[src/rtl/uart_csr_pkg.sv]
package uart_csr_pkg;

  typedef enum logic [2:0] {
    REG_DATA  = 3'd0,
    REG_IEN   = 3'd1,
    REG_IID   = 3'd2,
    REG_LCTL  = 3'd3,
    REG_MCTL  = 3'd4,
    REG_LSTAT = 3'd5,
    REG_MSTAT = 3'd6,
    REG_DIV   = 3'd7
  } reg_idx_e;

  localparam int IEN_RX   = 0;
  localparam int IEN_TX   = 1;
  localparam int IEN_LINE = 2;
  localparam int IEN_MDM  = 3;
  localparam int IEN_W    = 4;

  localparam logic [2:0] IID_LINE = 3'b110;
  localparam logic [2:0] IID_RX   = 3'b100;
  localparam logic [2:0] IID_TX   = 3'b010;
  localparam logic [2:0] IID_MDM  = 3'b000;
  localparam logic [2:0] IID_NONE = 3'b001;

  typedef struct packed {
    logic brk;
    logic frm;
    logic par;
    logic ovr;
  } rx_err_t;

endpackage

[src/rtl/csr_rx_hold.sv]
module csr_rx_hold
  import uart_csr_pkg::*;
#(
  parameter int CHAR_W = 8
) (
  input  logic              clk,
  input  logic              rst,
  input  logic              rx_valid,
  input  logic [CHAR_W-1:0] rx_data,
  input  logic              rx_par,
  input  logic              rx_frm,
  input  logic              rx_brk,
  input  logic              take,
  input  logic              clr_err,
  output logic [CHAR_W-1:0] hold_byte,
  output logic              dr,
  output rx_err_t           err
);

  rx_err_t err_nxt;

  always_comb begin
    err_nxt = clr_err ? '0 : err;
    if (rx_valid) begin
      err_nxt.ovr = err_nxt.ovr | (dr & ~take);
      err_nxt.par = err_nxt.par | rx_par;
      err_nxt.frm = err_nxt.frm | rx_frm;
      err_nxt.brk = err_nxt.brk | rx_brk;
    end
  end

  always_ff @(posedge clk) begin
    if (rst) begin
      hold_byte <= '0;
      dr        <= 1'b0;
      err       <= '0;
    end else begin
      err <= err_nxt;
      if (rx_valid) begin
        hold_byte <= rx_data;
        dr        <= 1'b1;
      end else if (take) begin
        dr <= 1'b0;
      end
    end
  end

  // a byte always leaves data ready set
  p_dr_set_r4: assert property (@(posedge clk) disable iff (rst)
    rx_valid |=> dr);

  // a data read with no new byte empties the holder
  p_rd_clear_r4: assert property (@(posedge clk) disable iff (rst)
    (take && !rx_valid) |=> !dr);

  // byte on top of an unread byte flags overrun
  p_ovr_r5: assert property (@(posedge clk) disable iff (rst)
    (rx_valid && dr && !take) |=> err.ovr);

  // read meeting a byte never flags overrun on its own
  p_no_ovr_r11: assert property (@(posedge clk) disable iff (rst)
    (rx_valid && take && !err.ovr) |=> !err.ovr);

endmodule

[src/rtl/csr_irq_prio.sv]
module csr_irq_prio
  import uart_csr_pkg::*;
(
  input  logic [IEN_W-1:0] ien,
  input  logic             dr,
  input  rx_err_t          err,
  input  logic             thre,
  input  logic [3:0]       mdm_delta,
  output logic             irq,
  output logic [2:0]       iid
);

  logic line_hit, rx_hit, tx_hit, mdm_hit;

  always_comb begin
    line_hit = ien[IEN_LINE] & (|err);
    rx_hit   = ien[IEN_RX]   & dr;
    tx_hit   = ien[IEN_TX]   & thre;
    mdm_hit  = ien[IEN_MDM]  & (|mdm_delta);
    irq      = 1'b1;
    if (line_hit)     iid = IID_LINE;
    else if (rx_hit)  iid = IID_RX;
    else if (tx_hit)  iid = IID_TX;
    else if (mdm_hit) iid = IID_MDM;
    else begin
      iid = IID_NONE;
      irq = 1'b0;
    end
  end

endmodule

[src/rtl/csr_tx_port.sv]
module csr_tx_port #(
  parameter int CHAR_W = 8
) (
  input  logic              clk,
  input  logic              rst,
  input  logic              start,
  input  logic [CHAR_W-1:0] start_byte,
  input  logic              tx_ready,
  output logic              tx_valid,
  output logic [CHAR_W-1:0] tx_data,
  output logic              done
);

  assign done = tx_valid & tx_ready;

  always_ff @(posedge clk) begin
    if (rst) begin
      tx_valid <= 1'b0;
      tx_data  <= '0;
    end else if (done) begin
      tx_valid <= 1'b0;
    end else if (start && !tx_valid) begin
      tx_valid <= 1'b1;
      tx_data  <= start_byte;
    end
  end

  // offered byte holds until taken
  p_tx_hold_r8: assert property (@(posedge clk) disable iff (rst)
    (tx_valid && !tx_ready) |=> (tx_valid && $stable(tx_data)));

  // handshake retires the offer
  p_tx_retire_r8: assert property (@(posedge clk) disable iff (rst)
    done |=> !tx_valid);

endmodule

[src/rtl/uart_csr_block.sv]
module uart_csr_block
  import uart_csr_pkg::*;
#(
  parameter int DATA_W = 32,
  parameter int ADDR_W = 5,
  parameter int CHAR_W = 8,
  parameter int DIV_W  = 16
) (
  input  logic                clk,
  input  logic                rst,
  input  logic                bus_req,
  input  logic                bus_we,
  input  logic [ADDR_W-1:0]   bus_addr,
  input  logic [DATA_W/8-1:0] bus_be,
  input  logic [DATA_W-1:0]   bus_wdata,
  output logic [DATA_W-1:0]   bus_rdata,
  output logic                bus_ack,
  input  logic                rx_valid,
  input  logic [CHAR_W-1:0]   rx_data,
  input  logic                rx_par_err,
  input  logic                rx_frm_err,
  input  logic                rx_brk,
  output logic                rx_ready,
  output logic                tx_valid,
  output logic [CHAR_W-1:0]   tx_data,
  input  logic                tx_ready,
  input  logic [7:0]          mdm_status,
  output logic [7:0]          line_cfg,
  output logic [7:0]          modem_cfg,
  output logic [DIV_W-1:0]    baud_div,
  output logic                irq
);

  localparam int BE_W   = DATA_W / 8;
  localparam int WORD_LSB = 2;
  localparam int IDX_W  = 3;
  localparam int SPAN_W = WORD_LSB + IDX_W;

  logic               acc, full, rd, wr, wr_data, take, clr_err, tx_done;
  reg_idx_e           idx;
  logic [IEN_W-1:0]   ien_q;
  logic [7:0]         msr_q;
  logic [CHAR_W-1:0]  hold_byte;
  logic               dr;
  rx_err_t            err;
  logic               thre;
  logic [2:0]         iid;
  logic [7:0]         lstat;
  logic [DATA_W-1:0]  rd_mux;
  logic               unused_wdata;

  assign idx  = reg_idx_e'(bus_addr[WORD_LSB +: IDX_W]);
  assign full = (&bus_be) && (bus_addr[WORD_LSB-1:0] == '0)
                && ((bus_addr >> SPAN_W) == '0);
  assign acc  = bus_req && !tx_valid;
  assign rd   = acc && !bus_we && full;
  assign wr   = acc &&  bus_we && full;
  assign wr_data = wr && (idx == REG_DATA);
  assign take    = rd && (idx == REG_DATA);
  assign clr_err = rd && (idx == REG_LSTAT);
  assign unused_wdata = ^bus_wdata;

  csr_rx_hold #(.CHAR_W(CHAR_W)) u_rx (
    .clk       (clk),
    .rst       (rst),
    .rx_valid  (rx_valid),
    .rx_data   (rx_data),
    .rx_par    (rx_par_err),
    .rx_frm    (rx_frm_err),
    .rx_brk    (rx_brk),
    .take      (take),
    .clr_err   (clr_err),
    .hold_byte (hold_byte),
    .dr        (dr),
    .err       (err)
  );

  csr_tx_port #(.CHAR_W(CHAR_W)) u_tx (
    .clk        (clk),
    .rst        (rst),
    .start      (wr_data),
    .start_byte (bus_wdata[CHAR_W-1:0]),
    .tx_ready   (tx_ready),
    .tx_valid   (tx_valid),
    .tx_data    (tx_data),
    .done       (tx_done)
  );

  assign thre = !tx_valid;

  csr_irq_prio u_prio (
    .ien       (ien_q),
    .dr        (dr),
    .err       (err),
    .thre      (thre),
    .mdm_delta (msr_q[3:0]),
    .irq       (irq),
    .iid       (iid)
  );

  assign rx_ready = !dr;
  assign lstat = {1'b0, thre, thre, err.brk, err.frm, err.par, err.ovr, dr};

  always_comb begin
    rd_mux = '0;
    case (idx)
      REG_DATA:  rd_mux[CHAR_W-1:0] = hold_byte;
      REG_IID:   rd_mux[2:0] = iid;
      REG_LSTAT: rd_mux[7:0] = lstat;
      REG_MSTAT: rd_mux[7:0] = msr_q;
      default:   rd_mux = '0;
    endcase
  end

  always_ff @(posedge clk) begin
    if (rst) begin
      ien_q     <= '0;
      line_cfg  <= '0;
      modem_cfg <= '0;
      baud_div  <= '0;
      msr_q     <= '0;
    end else begin
      msr_q <= mdm_status;
      if (wr) begin
        case (idx)
          REG_IEN:  ien_q     <= bus_wdata[IEN_W-1:0];
          REG_LCTL: line_cfg  <= bus_wdata[7:0];
          REG_MCTL: modem_cfg <= bus_wdata[7:0];
          REG_DIV:  baud_div  <= bus_wdata[DIV_W-1:0];
          default: ;
        endcase
      end
    end
  end

  always_ff @(posedge clk) begin
    if (rst) begin
      bus_ack   <= 1'b0;
      bus_rdata <= '0;
    end else if (acc && !wr_data) begin
      bus_ack   <= 1'b1;
      bus_rdata <= rd ? rd_mux : '0;
    end else if (tx_done) begin
      bus_ack   <= 1'b1;
      bus_rdata <= '0;
    end else begin
      bus_ack   <= 1'b0;
      bus_rdata <= '0;
    end
  end

  // no acknowledge while a transmit byte is still offered
  p_no_early_ack_r8: assert property (@(posedge clk) disable iff (rst)
    (tx_valid && !tx_ready) |=> !bus_ack);

  // enabled empty transmit holder always interrupts
  p_thre_irq_r7: assert property (@(posedge clk) disable iff (rst)
    (ien_q[IEN_TX] && !tx_valid) |-> irq);

  // partial access never starts a transmit
  p_partial_no_tx_r10: assert property (@(posedge clk) disable iff (rst)
    (bus_req && !full && !tx_valid) |=> !tx_valid);

endmodule

[config.mk]
export PLATFORM = sky130hd
export DESIGN_NAME = uart_csr_block
export DESIGN_NICKNAME = d
export VERILOG_FILES = /design/src/rtl/uart_csr_pkg.sv /design/src/rtl/csr_rx_hold.sv /design/src/rtl/csr_irq_prio.sv /design/src/rtl/csr_tx_port.sv /design/src/rtl/uart_csr_block.sv
export SDC_FILE = /design/constraint.sdc
export NUM_CORES = 1
export LEC_CHECK = 0
export CAP_MARGIN = 15
export CORE_UTILIZATION = 46
export CTS_CLUSTER_DIAMETER = 100
export DETAILED_ROUTE_END_ITERATION = 7
export GPL_ROUTABILITY_DRIVEN = 1
export GPL_TIMING_DRIVEN = 0
export HOLD_SLACK_MARGIN = 0.1
export PLACE_DENSITY_LB_ADDON = 0.12
export SLEW_MARGIN = 20
export SYNTH_ARGS = -nofsm -noshare
export SYNTH_HDL_FRONTEND = slang
export SYNTH_HIERARCHICAL = 1
export SYNTH_SLANG_ARGS = --single-unit
export TNS_END_PERCENT = 5
[constraint.sdc]
create_clock -name clk -period 3.7 [get_ports clk]
set_input_delay 0.37 -clock clk [delete_from_list [all_inputs] [get_ports clk]]
set_output_delay 0.37 -clock clk [all_outputs]
set_load 0.01 [all_outputs]
Yosys cells after proc, flatten, opt, wreduce, memory -nomap -nowiden. Index checks and enable logic that the tools add are counted.

Register bits: 99. Bits in latches: 0. Bits in writable memories: 0. Bits in read-only memories: 0. Input bits: 66. Output and inout port bits: 76. Memories kept: 0.

Add/subtract/negate cells: 0. Multipliers: 0. Div/mod/pow operators: 0. Order comparisons: 0. Eq/ne operators: 7. Shifts and indexed selects: 0. Muxes and demuxes: 16. Bitwise logic cells: 14. Reduce and logical (&&, ||, !) cells: 29.

Operator list (number): 5-bit one-hot mux with 3 select lines (1); 3-bit equality test, second input constant (4); 3-bit one-hot mux with 4 select lines (1); 1-bit logical AND (11); 2-bit AND reduction (5); 1-bit 2-to-1 mux (9); 3-bit 2-to-1 mux (3); 4-bit 2-to-1 mux (2); 4-bit OR reduction (2); 1-bit bitwise AND (6); 3-bit by 2-bit equality test with 1-bit output, second input constant (2); 1-bit zero test (4); 1-bit NOT (4); 1-bit OR (4); 4-bit AND reduction (1); 2-bit OR reduction (2); 3-bit by 1-bit equality test with 1-bit output, second input constant (1); 3-bit zero test (1); 3-bit OR reduction (1); 2-bit zero test (1); 2-bit nonzero test (1).

Logic depth before layout (Yosys ltp).
Word-level depth: 9. Depth in mapped cells: 7. Gate-level depth less buffers: 6.

Modules after synthesis. Netlist, hierarchy kept.

Modules (own cells, without submodules): uart_csr_block (times used 1, cells an instance 252, area an instance 2534.9 um^2); csr_rx_hold (times used 1, cells an instance 45, area an instance 462.9 um^2); csr_tx_port (times used 1, cells an instance 40, area an instance 405.4 um^2); csr_irq_prio (times used 1, cells an instance 9, area an instance 62.6 um^2).

Worst setup path after synthesis. No wires, ideal clock.

Kind: input -> register. From: input port bus_addr[0]. To: register baud_div[6]. Library setup time: 0.072 ns. Data arrival time: 1.545 ns. Setup slack: 2.084 ns. Stages: 4. Cells stage by stage: nand4bb_4 -> nor4_4 -> buf_6 -> mux2i_1.

Cells in the longest elaborated chain, start to end: 4.

RTL lines: start: declaration (line uart_csr_block.sv:13) `input logic [ADDR_W-1:0] bus_addr,`; 2-bit zero test (line uart_csr_block.sv:53) `assign full = (&bus_be) && (bus_addr[WORD_LSB-1:0] == '0)`; 1-bit logical AND (line uart_csr_block.sv:53); 1-bit logical AND (line uart_csr_block.sv:57) `assign wr = acc && bus_we && full;`; 2-bit AND reduction (no line); end signal: assignment (line uart_csr_block.sv:129) `REG_DIV: baud_div <= bus_wdata[DIV_W-1:0];`; end: declaration (line uart_csr_block.sv:30) `output logic [DIV_W-1:0] baud_div,`.

Every way passes these cells. A chain may end at the register's enable or synchronous reset.

Worst setup path after layout.
From: register, netlist name u_rx/err[1]. To: output port irq.

Cells in the longest elaborated chain, start to end: 3.

RTL lines: 4-bit OR reduction (line csr_irq_prio.sv:16) `line_hit = ien[IEN_LINE] & (|err);`; 1-bit bitwise AND (line csr_irq_prio.sv:16); 1-bit 2-to-1 mux (line csr_irq_prio.sv:21) `if (line_hit) iid = IID_LINE;`; end: declaration (line uart_csr_block.sv:31) `output logic irq`.

Every way passes these cells.

==> results.toml <==
[status]
outcome = "complete, no violations"

[routing]
vias = 2755
drcViolationCount = 0
wirelength_um = 7870
dr.pass1.iters = 4
ant_nets = 0
wl_per_cell_um = 13.5
viasPerCell = 4.73
drt-initial-drc-count = 72

[grt]
grt_pass1_wl_um = 12300
grt_use_total_pct = 20.7
overflow = 0
top_usage_layer = "met2"
grtUsageMet3_pct = 6.34
antenna_found_initial = 0
grt_max_degree = 22
grt_use_met2_pct = 34.3
use_met1_pct = 25.6
grt_pass1_vias = 2587

[synthesis]
postSynthAreaPerCell_um2 = 10.0
yosysWarnings = 6
yosys.area.top_type_share_pct = 43.3
synth-compound-area-share_pct = 6.32
synthMuxAreaShare_pct = 13.6
ys_top_cells_by_count = "dfxtp_1 (75), nand2b_1 (64), mux2i_1 (45)"
synth-xor-area-share_pct = 0
yosysSeqAreaShare_pct = 43.3
synth_top_family_by_area = "simple AND/OR/NAND/NOR gates"
yosysMostFrequentCell = "dfxtp_1"
netlist_area_um2 = 3470
synth_adder_area_share_pct = 0
async_reset_ff_share_pct = 0
synthTopCellsByArea = "dfxtp_1 (43%), mux2i_1 (13%), nand2b_1 (12%), buf_4 (5.4%), nand4bb_1 (2.6%)"
yosys.area_share.simple_pct = 28.0
syn_inst = 346
yosys_register_bits = 75
synth-edff-count = 0
synth_flop_cell = "dfxtp_1"
yosysTopAreaCell = "dfxtp_1"
synth_cell_types = 48

[clocking]
cts_hold_buf = 0
cts_buffers = 9
cts_setup_buffers = 0
clock_tree.root_cell = "clkbuf_8"
cts.sinks = 75
cts_tree = "done"
insertion_delay_ps = 340
cts_resized = 0
path_clk_slew_ps = 80
clk_path_buf_depth = 2
ctsHtreeMaxLevel = 3

[floorplanning]
io_pins = 142
fp.dieW_um = 88.8
rows = 31
start_util_pct = 47.8
die_h_um = 88.8
die_area_um2 = 7890
core_area_um2 = 7250

[cells_and_area]
layout-drive-gt1-share_pct = 12.2
antenna_cells = 0
final_cells = 583
syn_to_final_growth_pct = 41.1
fill_cells = 633
fin_util_pct = 67.4
final_nets = 546

[critical_path]
r2r-end = "baud_div[8]"
worstSetupPathDepth = 3
crit_arrival_ps = 1840
crit_path_max_incr_delay_ps = 520
crit_start = "u_rx/err[1]"
end_kind = "output pin"
ff2ff_path_depth = 4
crit_required_ps = 3330
startpoint_type = "register"
critical_path.top_delay_family = "buffers and inverters"
crit_path_end = "irq"
r2r_start = "u_tx/tx_valid"
slowest_stage = "clkdlybuf4s50_1"
cp_max_fo = 4
path_buf_inv = 1
cp_cell_sequence = "o41ai_2, nand4_1, clkdlybuf4s50_1"
worstSetupPathType = "register to output pin"
r2r_slack_ps = 1840

[sta]
maxSlewViolCount = 0
rsz0062_at_grt = "no"
finalSetupTns_ps = 0
clock-skew-final_ps = 6.04
max_freq_mhz = 452
worst_pin_slew_ps = 745
min_period_ps = 2210
setup_slack_ps = 1490
setup_viol = 0
hold_viol_final = 0
slew_headroom_pct = 50.0
post-route-period-util_pct = 59.8

[place]
place_inst = 568
dp_slack_ps = 1360
port_buffers = 100
hpwl_um = 5850
gp_congestion = 0.829

[flow_run]
cap_violations = 0

[pwr]
p_leak_uw = 0.00195
power_uw = 1700
power_density_nw_per_um2 = 347
ir_drop_v = 0.000250

[hold_path]
min_path_type = "register to register"
## area by class of cell
type                       instances  area [um2]  area share, %
clock buffer                       9         124           2.53
buffer                            43         275           5.63
timing repair buffer             100        1000           20.5
clock inverter                     6        90.1           1.84
multi-input combinational        245        1750           35.8
inverter                           6        22.5          0.460
tap                               99         124           2.53
sequential                        75        1500           30.7
## per-stage QoR
step           hold WS (ps)  cell area, um2
5_1_grt                 485            4890
6_report                469            4890
3_3_place_gp            458            4680
3_5_place_dp            459            4680
4_1_cts                 473            4890
2_1_floorplan           439            3550
## worst register-to-register path: cells and delay by family (launching register included)
kind	cells	cell delay (ps)
AND/OR/NAND/NOR	2	960
flip-flops	1	360
buffers and inverters	1	270
multiplexers	1	200
## power breakdown
part           switching [uW]  leakage, uW  internal, uW  total (uW)
sequential               9.11     0.000609           821         830
clock                     310     0.000106           378         688
combinational            74.7      0.00124           103         177
total                     394      0.00195          1300        1700
## kinds of logic (layout without fill, tap and decap cells)
kind of cell	after synthesis	in the layout
AOI/OAI and AO/OA	34	34
buffers and inverters	49	164
DFF	75	75
muxes	47	47
other	1	24
and+or+nand+nor	140	140
## cell usage in the layout, fill, tap and decap left out, types with 9 or more instances in the layout
cell,count
a21oi_1,12
buf_4,25
clkbuf_1,11
clkbuf_8,9
clkdlybuf4s50_1,100
conb_1,24
dfxtp_1,75
mux2i_1,45
nand2b_1,64
nor2_1,9
nor2b_1,10
## worst min-delay path by stage
| stage | endpoint | startpoint | slack (ps) | cells after the start |
|---|---|---|---|---|
| global route | u_tx/tx_data[4] | u_tx/tx_data[4] | 480 | 2 |
| detailed placement | u_tx/tx_data[0] | u_tx/tx_data[0] | 460 | 2 |
| CTS | u_tx/tx_data[0] | u_tx/tx_data[0] | 470 | 2 |
| global placement | line_cfg[3] | line_cfg[3] | 460 | 2 |
| floorplan | u_rx/err[1] | rst | 440 | 1 |
| finish | u_tx/tx_data[0] | u_tx/tx_data[0] | 470 | 2 |
## metal layers
metal	up-vias	part of all wire [%]
li1	1405	-
met1	1266	44
met2	73	48
met3	11	6.5
met4	0	1.5
met5	-	0
## flip-flops by register name, summed over array words and instances (netlist names)
name,flops
bus_ack,1
u_rx/err,4
msr_q,8
ien_q,4
u_tx/tx_data,8
bus_rdata,8
baud_div,16
modem_cfg,8
line_cfg,8
u_rx/hold_byte,8
u_rx/dr,1
u_tx/tx_valid,1
(Power assumes the default switching activity.)
